[src/rtl/sop_array_pkg.sv]
package sop_array_pkg;
  typedef struct packed {
    logic oe;
    logic reg_sel;
  } mc_cfg_t;

  function automatic int lit_count(int n_in, int n_out);
    return 2 * (n_in + n_out);
  endfunction
endpackage

[src/rtl/sop_cfg_chain.sv]
module sop_cfg_chain #(
  parameter int W = 116
) (
  input  logic         clk_i,
  input  logic         rst_ni,
  input  logic         en_i,
  input  logic         bit_i,
  output logic [W-1:0] q_o
);
  always_ff @(posedge clk_i or negedge rst_ni) begin
    if (!rst_ni)   q_o <= '0;
    else if (en_i) q_o <= {q_o[W-2:0], bit_i};
  end


  cfg_shift_chk: assert property (@(posedge clk_i) disable iff (!rst_ni)
    en_i |=> (q_o[0] == $past(bit_i)) && (q_o[W-1:1] == $past(q_o[W-2:0])));

  cfg_hold_chk: assert property (@(posedge clk_i) disable iff (!rst_ni)
    !en_i |=> $stable(q_o));
endmodule

[src/rtl/sop_and_plane.sv]
module sop_and_plane #(
  parameter int N_LIT = 12,
  parameter int N_PT  = 8
) (
  input  logic                  clk_i,
  input  logic                  rst_ni,
  input  logic [N_LIT-1:0]      lit_i,
  input  logic [N_PT*N_LIT-1:0] mask_i,
  output logic [N_PT-1:0]       pt_o
);
  for (genvar p = 0; p < N_PT; p++) begin : g_pt
    logic [N_LIT-1:0] m;
    assign m       = mask_i[p*N_LIT +: N_LIT];
    // unconnected literals pass as 1; an empty term is forced to 0
    assign pt_o[p] = (|m) & (&(lit_i | ~m));


    empty_term_chk: assert property (@(posedge clk_i) disable iff (!rst_ni)
      (m == '0) |-> !pt_o[p]);
  end
endmodule

[src/rtl/sop_or_plane.sv]
module sop_or_plane #(
  parameter int N_PT  = 8,
  parameter int N_OUT = 2
) (
  input  logic                  clk_i,
  input  logic                  rst_ni,
  input  logic                  pal_mode_i,
  input  logic [N_PT-1:0]       pt_i,
  input  logic [N_OUT*N_PT-1:0] conn_i,
  output logic [N_OUT-1:0]      sum_o
);
  localparam int GRP = N_PT / N_OUT;

  for (genvar o = 0; o < N_OUT; o++) begin : g_out
    logic [N_PT-1:0] grp_m, sel;
    for (genvar p = 0; p < N_PT; p++) begin : g_grp
      assign grp_m[p] = ((p / GRP) == o) ? 1'b1 : 1'b0;
    end
    assign sel      = pal_mode_i ? grp_m : conn_i[o*N_PT +: N_PT];
    assign sum_o[o] = |(pt_i & sel);


    pal_group_chk: assert property (@(posedge clk_i) disable iff (!rst_ni)
      pal_mode_i |-> (sum_o[o] == |pt_i[o*GRP +: GRP]));
  end
endmodule

[src/rtl/sop_macrocell.sv]
module sop_macrocell (
  input  logic clk_i,
  input  logic rst_ni,
  input  logic sum_i,
  input  logic reg_sel_i,
  input  logic oe_cfg_i,
  input  logic load_i,
  output logic out_o,
  output logic oe_o,
  output logic fb_o
);
  logic q;

  always_ff @(posedge clk_i or negedge rst_ni) begin
    if (!rst_ni) q <= 1'b0;
    else         q <= sum_i;
  end

  assign out_o = reg_sel_i ? q : sum_i;
  assign oe_o  = oe_cfg_i & ~load_i;
  // feedback always taps the flop so no loop forms in comb mode
  assign fb_o  = q;


  reg_capture_chk: assert property (@(posedge clk_i) disable iff (!rst_ni)
    1'b1 |=> (q == $past(sum_i)));
endmodule

[src/rtl/sop_array.sv]
module sop_array
  import sop_array_pkg::*;
#(
  parameter int N_IN  = 4,
  parameter int N_PT  = 8,
  parameter int N_OUT = 2
) (
  input  logic             clk_i,
  input  logic             rst_ni,
  input  logic             cfg_en_i,
  input  logic             cfg_bit_i,
  input  logic             pal_mode_i,
  input  logic [N_IN-1:0]  in_i,
  output logic [N_OUT-1:0] out_o,
  output logic [N_OUT-1:0] oe_o
);
  localparam int N_SRC = N_IN + N_OUT;
  localparam int N_LIT = lit_count(N_IN, N_OUT);
  localparam int AND_W = N_PT * N_LIT;
  localparam int OR_W  = N_OUT * N_PT;
  localparam int MC_W  = N_OUT * $bits(mc_cfg_t);
  localparam int CFG_W = AND_W + OR_W + MC_W;

  logic [CFG_W-1:0] cfg;
  logic [N_SRC-1:0] src;
  logic [N_LIT-1:0] lit;
  logic [N_PT-1:0]  pt;
  logic [N_OUT-1:0] sum, fb;
  mc_cfg_t          mc_cfg [N_OUT];

  sop_cfg_chain #(.W(CFG_W)) u_chain (
    .clk_i (clk_i),
    .rst_ni(rst_ni),
    .en_i  (cfg_en_i),
    .bit_i (cfg_bit_i),
    .q_o   (cfg)
  );

  assign src = {fb, in_i};
  for (genvar k = 0; k < N_SRC; k++) begin : g_lit
    assign lit[2*k]   = src[k];
    assign lit[2*k+1] = ~src[k];
  end

  sop_and_plane #(.N_LIT(N_LIT), .N_PT(N_PT)) u_and (
    .clk_i (clk_i),
    .rst_ni(rst_ni),
    .lit_i (lit),
    .mask_i(cfg[AND_W-1:0]),
    .pt_o  (pt)
  );

  sop_or_plane #(.N_PT(N_PT), .N_OUT(N_OUT)) u_or (
    .clk_i     (clk_i),
    .rst_ni    (rst_ni),
    .pal_mode_i(pal_mode_i),
    .pt_i      (pt),
    .conn_i    (cfg[AND_W +: OR_W]),
    .sum_o     (sum)
  );

  for (genvar o = 0; o < N_OUT; o++) begin : g_mc
    assign mc_cfg[o] = mc_cfg_t'(cfg[AND_W + OR_W + o*$bits(mc_cfg_t) +: $bits(mc_cfg_t)]);

    sop_macrocell u_mc (
      .clk_i    (clk_i),
      .rst_ni   (rst_ni),
      .sum_i    (sum[o]),
      .reg_sel_i(mc_cfg[o].reg_sel),
      .oe_cfg_i (mc_cfg[o].oe),
      .load_i   (cfg_en_i),
      .out_o    (out_o[o]),
      .oe_o     (oe_o[o]),
      .fb_o     (fb[o])
    );


    fb_lit_chk: assert property (@(posedge clk_i) disable iff (!rst_ni)
      1'b1 |=> (lit[2*(N_IN+o)] == $past(sum[o])) &&
               (lit[2*(N_IN+o)+1] != lit[2*(N_IN+o)]));
  end


  oe_load_chk: assert property (@(posedge clk_i) disable iff (!rst_ni)
    cfg_en_i |-> (oe_o == '0));

  rst_clear_chk: assert property (@(posedge clk_i)
    !rst_ni |-> (cfg == '0) && (oe_o == '0));
endmodule

[config.mk]
export PLATFORM = sky130hd
export DESIGN_NAME = sop_array
export DESIGN_NICKNAME = d
export VERILOG_FILES = /design/src/rtl/sop_array_pkg.sv /design/src/rtl/sop_cfg_chain.sv /design/src/rtl/sop_and_plane.sv /design/src/rtl/sop_or_plane.sv /design/src/rtl/sop_macrocell.sv /design/src/rtl/sop_array.sv
export SDC_FILE = /design/constraint.sdc
export NUM_CORES = 1
export LEC_CHECK = 0
export CORE_MARGIN = 2
export CORE_UTILIZATION = 30
export CTS_BUF_LIST = sky130_fd_sc_hd__clkbuf_16
export DETAILED_ROUTE_END_ITERATION = 16
export DONT_BUFFER_PORTS = 1
export PLACE_DENSITY = 0.4
export SKIP_LAST_GASP = 1
export SYNTH_ARGS = -nofsm -noshare
export SYNTH_HDL_FRONTEND = slang
export SYNTH_SLANG_ARGS = --single-unit
[constraint.sdc]
create_clock -name clk_i -period 5.8 [get_ports clk_i]
set_clock_uncertainty 0.05 [all_clocks]
set_input_delay 0.29 -clock clk_i [delete_from_list [all_inputs] [get_ports clk_i]]
set_output_delay 0.29 -clock clk_i [all_outputs]
set_load 0.05 [all_outputs]
# Word level (Yosys, flattened, before mapping)
# Cells that the tools add are included.
[op_classes]
muxes = 4
bitwise_logic = 35
reduce_logical = 18
[ops]
columns = ["op", "count"]
rows = [
  ["12-bit NOT", 8],
  ["12-bit OR", 8],
  ["12-bit AND reduction", 8],
  ["12-bit OR reduction", 8],
  ["8-bit AND", 2],
  ["8-bit 2-to-1 mux", 2],
  ["8-bit OR reduction", 2],
  ["1-bit AND", 10],
  ["1-bit NOT", 7],
  ["1-bit 2-to-1 mux", 2],
]
[totals]
ff_bits = 118
input_bits = 9
output_inout_bits = 4
wordCells = 60

# Depth between registers and ports, before layout
# Gate-level depths: netlist of the first run.
[logic_depth]
word_depth = 7
mapped_depth = 8
mapped_depth_nobuf = 6

# Cells and area by module
# Synthesis of the first run repeated with hierarchy kept, for this count alone.
[unflattened]
hier_cells = 435
area_unflattened_um2 = 5729.2
[modules_own_cells]
columns = ["mod", "n_inst", "cells_each", "area_each_um2", "seq_area_each_um2"]
rows = [
  ["sop_cfg_chain", 1, 245, 4461.8, 2902.8],
  ["sop_and_plane", 1, 160, 1042.2, 0.0],
  ["sop_or_plane", 1, 18, 110.1, 0.0],
  ["sop_macrocell", 2, 3, 46.3, 25.0],
  ["sop_array", 1, 6, 22.5, 0.0],
]

# Worst setup path before layout of the first run
# OpenSTA, ideal clock, no wires.
[synth_path]
path_kind = "reg-to-output"
start = "register g_mc[0].u_mc.q"
end = "output port out_o[1]"
arrival_ns = 2.098
required_time_ns = 5.460
slack_ns = 3.362
stages_incl_launch_ff = 9
n_path_buf = 2
cell_sequence = "dfrtp_1 -> buf_6 -> mux2i_1 -> and4_4 -> and4_1 -> or4_4 -> mux2_4 -> a31o_1 -> buf_4"
[synth_between]
elab_chain_len = 7
elab_cells_between_ends = 28
classes_between = "mux (1); bitwise (18); reduce/logical (9)"
[synth_lines]
columns = ["item", "line_no", "source"]
rows = [
  ["start: declaration", "sop_macrocell.sv:12", "logic q;"],
  ["start signal: assignment", "sop_macrocell.sv:16", "else q <= sum_i;"],
  ["1-bit NOT", "sop_array.sv:42", "assign lit[2*k+1] = ~src[k];"],
  ["12-bit OR", "sop_and_plane.sv:15", "assign pt_o[p] = (|m) & (&(lit_i | ~m));"],
  ["12-bit AND reduction", "sop_and_plane.sv:15", ""],
  ["1-bit AND", "sop_and_plane.sv:15", ""],
  ["8-bit AND *", "sop_or_plane.sv:20", "assign sum_o[o] = |(pt_i & sel);"],
  ["8-bit OR reduction *", "sop_or_plane.sv:20", ""],
  ["1-bit 2-to-1 mux *", "sop_macrocell.sv:19", "assign out_o = reg_sel_i ? q : sum_i;"],
  ["end: declaration", "sop_array.sv:14", "output logic [N_OUT-1:0] out_o,"],
]
# Every way passes the cells marked *; elsewhere a longest branch is shown, timed or not.

# Final worst setup path of the first run
# Same ends and word-level chain as after synthesis.

==> impl_metrics.tcl, run 1 <==
set metrics [dict create \
    min_path_type "input port to flop" \
    htree_levels 4 \
    area_growth_pct 14.8 \
    cts_buffer_depth 2 \
    cts_buffers 17 \
    rows 49 \
    ys_async_sr_fraction_pct 100 \
    clk-insertion-delay-late_ns 0.41 \
    yosysTopAreaCellShare_pct 54.8 \
    synth_edf_count 0 \
    grt_pass1_vias 3446 \
    crit_buf_inv 0 \
    drc 0 \
    ys_ff_latch 118 \
    finalHoldViolations 0 \
    coreArea_sq_um 17800 \
    grt_pass1_wl_mm 19.5 \
    peakVddDrop_uv 196 \
    crit_path_top_delay_cell "dfrtp_1" \
    wl_per_cell_microns 18.5 \
    cts_tree "yes" \
    crit_fanout 9 \
    grt_max_degree 119 \
    setup_viol 0 \
    period_share_pct 56.1 \
    dr.pass1.iters 4 \
    ys_warn_count 0 \
    status "finished clean" \
    path_class "flop to output port" \
    rsz0062_at_grt "no" \
    drt-initial-drc-count 122 \
    fmax_ghz 0.307 \
    hpwl_mm 7.09 \
    final_max_slew_viol_count 0 \
    syn-cell-area_sq_um 5390 \
    io_buffers 0 \
    cts-root-buf "clkbuf_16" \
    initial_core_util_pct 30.3 \
    synth_top_cell_by_area "dfrtp_1" \
    cp_cell_sequence "mux2i_1 > and4_4 > and4_1 > or4_4 > mux2_4 > a31o_1" \
    worstMarginPinSlew_ns 1.01 \
    max_stage_delay_ns 0.75 \
    die_w_microns 138 \
    die_area_sq_um 19100 \
    post_synth_main_area_contributors "dfrtp_1 (55%), mux2_2 (24%), mux2i_1 (8.2%)" \
    post_cts_buffers 0 \
    num_vias 3193 \
    p_per_area_nw_per_um2 367 \
    ys_seq_area_share_pct 54.8 \
    fin_nets 403 \
    die_h_microns 138 \
    cts_hold_buffers 5 \
    leakage_nw 2.98 \
    postSynthCellCount 393 \
    synthesis.nets 402 \
    synth_cell_types 32 \
    critPathTopFamily "simple AND/OR/NAND/NOR gates" \
    fin_crit_ns 3.25 \
    crit_required_ns 5.46 \
    ios 13 \
    syn_avg_cell_area_sq_um 13.7 \
    antenna_found_initial 0 \
    worst_setup_path_start_kind "flop" \
    maxCapViolations 0 \
    endpoint_kind "output port" \
    final_antenna_net_count 0 \
    drive_gt1_share_pct 36.9 \
    finalSetupTns_ns 0 \
    holdWs_ns 0.0315 \
    ys.flop_type "dfrtp_1" \
    routabilityCongestion 0.683 \
    post_cts_resized 0 \
    grt_overflow 0 \
    clk_pin_slew_ns 0.05 \
    cts.sinks 118 \
    slew_headroom_pct 32.8 \
    via_per_inst 5.02 \
    worstPathArrival_ns 2.91 \
    antenna_cells 0 \
    track_usage_pct 13.3 \
    drt-total-wl_mm 11.8 \
]
-- sequential cells by signal (all words and copies together), names as in the netlist --
name	cells
u_chain.q_o	116
g_mc.u_mc.fb_o	2
-- Yosys cell counts, types with 2 or more instances --
| cell | number |
|---|---|
| nor4_1 | 28 |
| a22oi_1 | 2 |
| mux2_2 | 114 |
| buf_1 | 3 |
| nor3_1 | 7 |
| mux2i_1 | 44 |
| nand2_1 | 11 |
| a211oi_1 | 2 |
| dfrtp_1 | 118 |
| a221oi_1 | 2 |
| and3_1 | 7 |
| buf_6 | 2 |
| a21o_1 | 2 |
| o21ai_0 | 3 |
| and4_1 | 3 |
| nand3_1 | 3 |
| clkbuf_1 | 10 |
| inv_1 | 4 |
| buf_4 | 7 |
| nor2b_1 | 4 |
| nand4_1 | 6 |
-- worst paths after layout --
check,to,cells after the start,start,slack [ns]
max in group asynchronous,u_chain.q_o[9],2,rst_ni,4.77
hold reg to reg,u_chain.q_o[114],2,u_chain.q_o[113],0.44
setup / recovery,out_o[1],6,g_mc[0].u_mc.fb_o,2.55
hold / removal,g_mc[0].u_mc.fb_o,2,pal_mode_i,0.03
min in group asynchronous,u_chain.q_o[91],2,rst_ni,0.50
setup reg to reg,g_mc[1].u_mc.fb_o,5,g_mc[0].u_mc.fb_o,3.60
-- layout make-up --
class                           count  area, sq um
Fill cell                        1783        11600
Sequential cell                   118         2950
Timing Repair Buffer                5         95.1
Clock inverter                     15          123
Inverter                            4         15.0
Multi-Input combinational cell    248         2300
Clock buffer                       17          425
Tap cell                          229          287
-- kinds of logic (layout without fill, tap and decap cells) --
| logic type | Yosys count | count (layout) | share of synthesized area (%) |
|---|---|---|---|
| multiplexers | 159 | 159 | 32.3 |
| flip-flops | 118 | 118 | 54.8 |
| AND/OR/NAND/NOR | 73 | 73 | 8.12 |
| buffers and inverters | 27 | 41 | 2.67 |
| AO/OA/AOI/OAI | 16 | 16 | 2.20 |
-- per-layer routing --
layer / share of wire [%] / routed length [microns] / global-route usage, %
met1: 51 / 6050 / 18.8
met2: 44 / 5170 / 18.8
met3: 3.5 / 414 / 4.61
met4: 1.1 / 127 / 4.78
met5: 0 / 0 / 0
-- power by group --
| part | leakage [nW] | internal [mW] | switching, mW | total, mW |
|---|---|---|---|---|
| sequential | 1.60 | 0.916 | 0.115 | 1.03 |
| clock | 0.287 | 0.617 | 0.365 | 0.982 |
| combinational | 1.10 | 0.146 | 0.114 | 0.260 |
-- stage by stage --
stage | util [%] | area [sq um] | setup slack, ns | instances | total power, mW
after floorplan | - | 5390 | 3.36 | 393 | 1.23
after global placement | 31.2 | 5550 | 3.00 | 599 | 1.27
after detailed placement | 31.2 | 5550 | 2.94 | 599 | 1.27
after CTS | 34.8 | 6190 | 2.49 | 636 | 2.32
after global routing | 34.8 | 6190 | 2.46 | 636 | 2.40
final | 34.8 | 6190 | 2.55 | 636 | 2.27
-- cells in the final DEF, fill, tap and decap left out, types with 3 or more instances in the layout --
master,n
nor2b_1,4
o21ai_0,3
dfrtp_1,118
clkinv_2,8
nor3_1,7
nand2_1,11
and4_1,3
mux2_2,114
clkbuf_16,17
and3_1,7
mux2i_1,44
nand4_1,6
inv_1,7
nand3_1,3
nor4_1,28
(Power assumes the default switching activity.)
==> run 2: changes to the inputs <==
==> constraint.sdc (replaced) <==
create_clock -name clk_i -period 3 [get_ports clk_i]
set_clock_uncertainty 0.05 [all_clocks]
set_input_delay 0.15 -clock clk_i [delete_from_list [all_inputs] [get_ports clk_i]]
set_output_delay 0.15 -clock clk_i [all_outputs]
set_load 0.05 [all_outputs]
==> impl_metrics.tcl, run 2 (synthesis gave the netlist of run 1 again) <==
set metrics [dict create \
    die_w_microns 138 \
    peakVddDrop_uv 405 \
    drt-total-wl_mm 12.0 \
    initial_core_util_pct 30.3 \
    final_antenna_net_count 0 \
    grt_max_degree 119 \
    coreArea_sq_um 17800 \
    setup_viol 0 \
    power_mw 4.66 \
    area_growth_pct 17.1 \
    cts_tree "yes" \
    largest-register "u_chain.q_o" \
    path_class "flop to output port" \
    grt_pass1_wl_mm 20.3 \
    worst_setup_path_start_kind "flop" \
    status "finished clean" \
    min_path_type "input port to flop" \
    worstPathArrival_ns 2.64 \
    clk-insertion-delay-late_ns 0.41 \
    fin_nets 411 \
    final_max_slew_viol_count 0 \
    largest_register_ffs 116 \
    post_cts_buffers 0 \
    clk_pin_slew_ns 0.06 \
    cts.sinks 118 \
    io_buffers 0 \
    ios 13 \
    grt_pass1_vias 3546 \
    mostFrequentLayoutCells "dfrtp_1 (116), mux2_2 (114), mux2i_1 (44)" \
    slew_headroom_pct 33.5 \
    antenna_found_initial 0 \
    crit_fanout 4 \
    startpoint "u_chain.q_o[61]" \
    place_area_sq_um 5590 \
    drive_gt1_share_pct 38.3 \
    maxCapViolations 0 \
    num_vias 3237 \
    antenna_cells 0 \
    wl_per_cell_microns 18.6 \
    rsz0062_at_grt "no" \
    routabilityCongestion 0.743 \
    cp_cell_sequence "nor4_1 > nand3_1 > and4_1 > or4_4 > mux2_4 > a31o_1 > buf_4" \
    layout_commonest_cell "dfrtp_1" \
    cts_buffers 17 \
    track_usage_pct 13.6 \
    p_per_area_nw_per_um2 738 \
    ff2ff_setup_slack_ns 1.05 \
    finalSetupTns_ns 0 \
    cts-root-buf "clkbuf_16" \
    final_core_util_pct 35.5 \
    dr.pass1.iters 4 \
    htree_levels 4 \
    drc 0 \
    die_area_sq_um 19100 \
    stdcell_area_sq_um 6320 \
    rr_startpoint "g_mc[0].u_mc.fb_o" \
    max_stage_delay_ns 0.53 \
    finalHoldViolations 0 \
    rows 49 \
    min_from "pal_mode_i" \
    grt_overflow 0 \
    crit_required_ns 2.80 \
    fmax_ghz 0.352 \
    cts_buffer_depth 2 \
    endpoint_kind "output port" \
    drt-initial-drc-count 176 \
    die_h_microns 138 \
    via_per_inst 5.03 \
    fin_crit_ns 2.84 \
    worstMarginPinSlew_ns 0.996 \
    hpwl_mm 7.44 \
    period_share_pct 94.7 \
    crit_path_top_delay_cell "or4_4" \
    leakage_nw 3.03 \
]
-- run 2: cell types whose count changed in the layout (fill, tap and decap cells not counted), sizes merged --
| cell | delta |
|---|---|
| bufinv | +2 |
| inv | -2 |
| dlygate4sd3 | +4 |
| clkinv | -2 |
| buf | +4 |
| clkinvlp | +2 |
-- run 2: final timing paths --
path	endpoint	cells after the start
min in group asynchronous	u_chain.q_o[61]	2
max in group asynchronous	u_chain.q_o[86]	2
min reg2reg	u_chain.q_o[98]	1
max	out_o[1]	7
min	g_mc[1].u_mc.fb_o	3
max reg2reg	g_mc[0].u_mc.fb_o	5
-- run 2: layer usage --
metal	vias to the layer above	global-route usage (%)	share of wire (%)
li1	1493	-	-
met1	1703	19.7	52
met2	30	19.3	44
met3	11	3.95	2.9
met4	0	4.89	1.3
met5	-	0	0
-- run 2: power by group --
group	leakage, nW	total [mW]	internal, mW	switching (mW)
combinational	1.14	0.564	0.309	0.255
sequential	1.59	1.99	1.77	0.212
clock	0.296	2.11	1.38	0.734
-- run 2: final cells by class --
class	instances	area [sq um]
Inverter	4	15.0
Clock buffer	17	425
Tap cell	229	287
Timing Repair Buffer	13	153
Clock inverter	15	185
Fill cell	1770	11500
Sequential cell	118	2960
Multi-Input combinational cell	248	2300
-- run 2: what timing repair did --
item,CTS,global route
endpoints found under the hold margin,236,0
gates resized for setup,0,2
hold buffers,8,0
setup endpoints to repair,0,2
-- run 2: metrics by stage --
| step | hold WS, ns | setup slack [ns] | cells |
|---|---|---|---|
| after floorplan | -0.196 | 0.702 | 393 |
| after global placement | -0.189 | 0.472 | 604 |
| after detailed placement | -0.190 | 0.479 | 604 |
| after CTS | 0.00512 | 0.0232 | 644 |
| after global routing | 0.0422 | 0.0190 | 644 |
| final | 0.0160 | 0.160 | 644 |
-- run 2: critical path: cells and delay by family (launching register included) --
kind,cells,cell delay [ns]
DFF,1,0.40
muxes,1,0.26
buffers and inverters,1,0.19
AOI/OAI and AO/OA,1,0.20
and+or+nand+nor,4,1.18
==> run 3: changes to the inputs <==
--- a/config.mk
+++ b/config.mk
@@ -5,6 +5,7 @@
 export SDC_FILE = /design/constraint.sdc
 export NUM_CORES = 1
 export LEC_CHECK = 0
+export ABC_AREA = 1
 export CORE_MARGIN = 2
 export CORE_UTILIZATION = 30
 export CTS_BUF_LIST = sky130_fd_sc_hd__clkbuf_16
@@ -12,6 +13,7 @@
 export DONT_BUFFER_PORTS = 1
 export PLACE_DENSITY = 0.4
 export SKIP_LAST_GASP = 1
+export SLEW_MARGIN = 20
 export SYNTH_ARGS = -nofsm -noshare
 export SYNTH_HDL_FRONTEND = slang
 export SYNTH_SLANG_ARGS = --single-unit
==> impl_metrics.tcl, run 3 <==
set metrics [dict create \
    status "finished clean" \
    htree_levels 4 \
    rsz0062_at_grt "no" \
    mostFrequentLayoutCells "nand2_1 (195), nor2_1 (123), dfrtp_1 (118)" \
    setup_viol 0 \
    routabilityCongestion 0.795 \
    coreArea_sq_um 18500 \
    cts_tree "yes" \
    drive_gt1_share_pct 5.05 \
    fillers 1944 \
    endpoint_kind "output port" \
    ys_warn_count 0 \
    largest_register_ffs 116 \
    die_h_microns 141 \
    layout_commonest_cell "nand2_1" \
    hpwl_mm 9.39 \
    ys_seq_area_share_pct 52.6 \
    initial_core_util_pct 30.3 \
    power_mw 4.94 \
    rows 50 \
    maxCapViolations 0 \
    multi_input_area_sq_um 2130 \
    post_cts_buffers 0 \
    startpoint "g_mc[0].u_mc.fb_o" \
    ios 13 \
    worstMarginPinSlew_ns 0.892 \
    grt_max_degree 172 \
    drc 0 \
    clk-insertion-delay-late_ns 0.41 \
    die_w_microns 141 \
    synth_top_cell_by_area "dfrtp_1" \
    finalSetupTns_ns 0 \
    cts_buffer_depth 2 \
    slew_headroom_pct 40.3 \
    cts.sinks 118 \
    period_share_pct 85.8 \
    grt_pass1_vias 4767 \
    area_growth_pct 19.4 \
    synth_cell_types 18 \
    fmax_ghz 0.389 \
    layout_setup_ws_ns 0.427 \
    grt_pass1_wl_mm 24.7 \
    track_usage_pct 16.1 \
    rr_startpoint "g_mc[0].u_mc.fb_o" \
    largest-register "u_chain.q_o" \
    crit_fanout 13 \
    num_vias 4571 \
    path_class "flop to output port" \
    grt_overflow 0 \
    clk_pin_slew_ns 0.05 \
    ys_ff_latch 118 \
    post_synth_main_area_contributors "dfrtp_1 (53%), nand2_1 (13%), o21ai_0 (8.4%)" \
    crit_required_ns 2.80 \
    synthesis.nets 752 \
    cts-root-buf "clkbuf_16" \
    syn_avg_cell_area_sq_um 7.55 \
    worstPathArrival_ns 2.37 \
    antenna_found_initial 0 \
    final_max_slew_viol_count 0 \
    wl_per_cell_microns 14.7 \
    p_per_area_nw_per_um2 738 \
    fin_crit_ns 2.57 \
    fin_nets 768 \
    peakVddDrop_uv 354 \
    postSynthCellCount 743 \
    min_path_type "input port to flop" \
    final_antenna_net_count 0 \
    dp_worst_setup_slack_ns 0.828 \
    cts_buffers 17 \
    synth_common_cells "nand2_1 (195), nor2_1 (123), dfrtp_1 (118)" \
    via_per_inst 4.54 \
    finalHoldViolations 0 \
    ys_async_sr_fraction_pct 100 \
    min_from "pal_mode_i" \
    register_area_sq_um 2950 \
    synth_edf_count 0 \
    dr.pass1.iters 4 \
    yosysTopAreaCellShare_pct 52.6 \
    yosysMostFrequentCell "nand2_1" \
    worst_setup_path_start_kind "flop" \
    ys.flop_type "dfrtp_1" \
    io_buffers 0 \
    antenna_cells 0 \
    die_area_sq_um 19800 \
    leakage_nw 3.16 \
    syn-cell-area_sq_um 5610 \
    drt-total-wl_mm 14.7 \
    drt-initial-drc-count 224 \
]
run 3: report_power, final:
part / leakage, nW / switching (mW) / total (mW) / internal [mW]
registers: 1.44 / 0.225 / 2.06 / 1.84
logic: 1.42 / 0.461 / 0.763 / 0.302
clock network: 0.300 / 0.741 / 2.12 / 1.38
total: 3.16 / 1.43 / 4.94 / 3.52
run 3: final timing paths:
| kind | endpoint | slack [ns] | cells past startpoint |
|---|---|---|---|
| min | g_mc[0].u_mc.fb_o | 0.09 | 5 |
| min reg2reg | u_chain.q_o[73] | 0.43 | 2 |
| max | out_o[0] | 0.43 | 10 |
| min in group asynchronous | u_chain.q_o[50] | 0.30 | 2 |
| max in group asynchronous | u_chain.q_o[32] | 2.10 | 2 |
| max reg2reg | g_mc[1].u_mc.fb_o | 1.35 | 8 |
run 3: kinds of logic (layout without fill, tap and decap cells):
| family | Yosys count | after routing | share of synthesized area, % |
|---|---|---|---|
| DFF | 118 | 118 | 52.6 |
| muxes | 1 | 1 | 0.201 |
| and+or+nand+nor | 363 | 363 | 25.7 |
| buffers and inverters | 126 | 155 | 9.38 |
| AOI/OAI and AO/OA | 135 | 135 | 12.1 |
run 3: routing by layer:
layer	GRT usage (%)	share of wire, %
met1	20.8	47
met2	26.9	50
met3	3.94	2.6
met4	4.84	0.92
met5	0	0
run 3: per-stage QoR:
stage          hold WS [ns]  util, %  cells  cell area (sq um)
2_1_floorplan        -0.196        -    743               5610
3_3_place_gp         -0.189     30.9    940               5710
3_5_place_dp         -0.186     30.9    940               5710
4_1_cts              0.0900     36.2   1006               6700
5_1_grt               0.115     36.2   1006               6700
6_report             0.0881     36.2   1006               6700
run 3: cell type report:
| type | count | share of cell area, % |
|---|---|---|
| Multi-Input combinational cell | 499 | 31.8 |
| Tap cell | 234 | 4.37 |
| Sequential cell | 118 | 44.1 |
| Inverter | 89 | 4.99 |
| Timing Repair Buffer | 34 | 5.60 |
| Clock inverter | 15 | 2.78 |
| Clock buffer | 17 | 6.35 |
run 3: worst max-delay path, cell delays in order, from the launching register on:
cell,delay (ns)
dfrtp_1,0.64
inv_1,0.22
nand2_1,0.13
nand4_1,0.09
nor2_1,0.16
nand3_1,0.09
nand2_1,0.08
nor2_1,0.06
nand2_2,0.06
nand2_1,0.05
nand2_1,0.38
run 3: timing repair:
item / 4_1_cts / 5_1_grt
hold endpoints to repair: 234 / 0
gates resized for setup: 0 / 0
hold buffers: 34 / 0
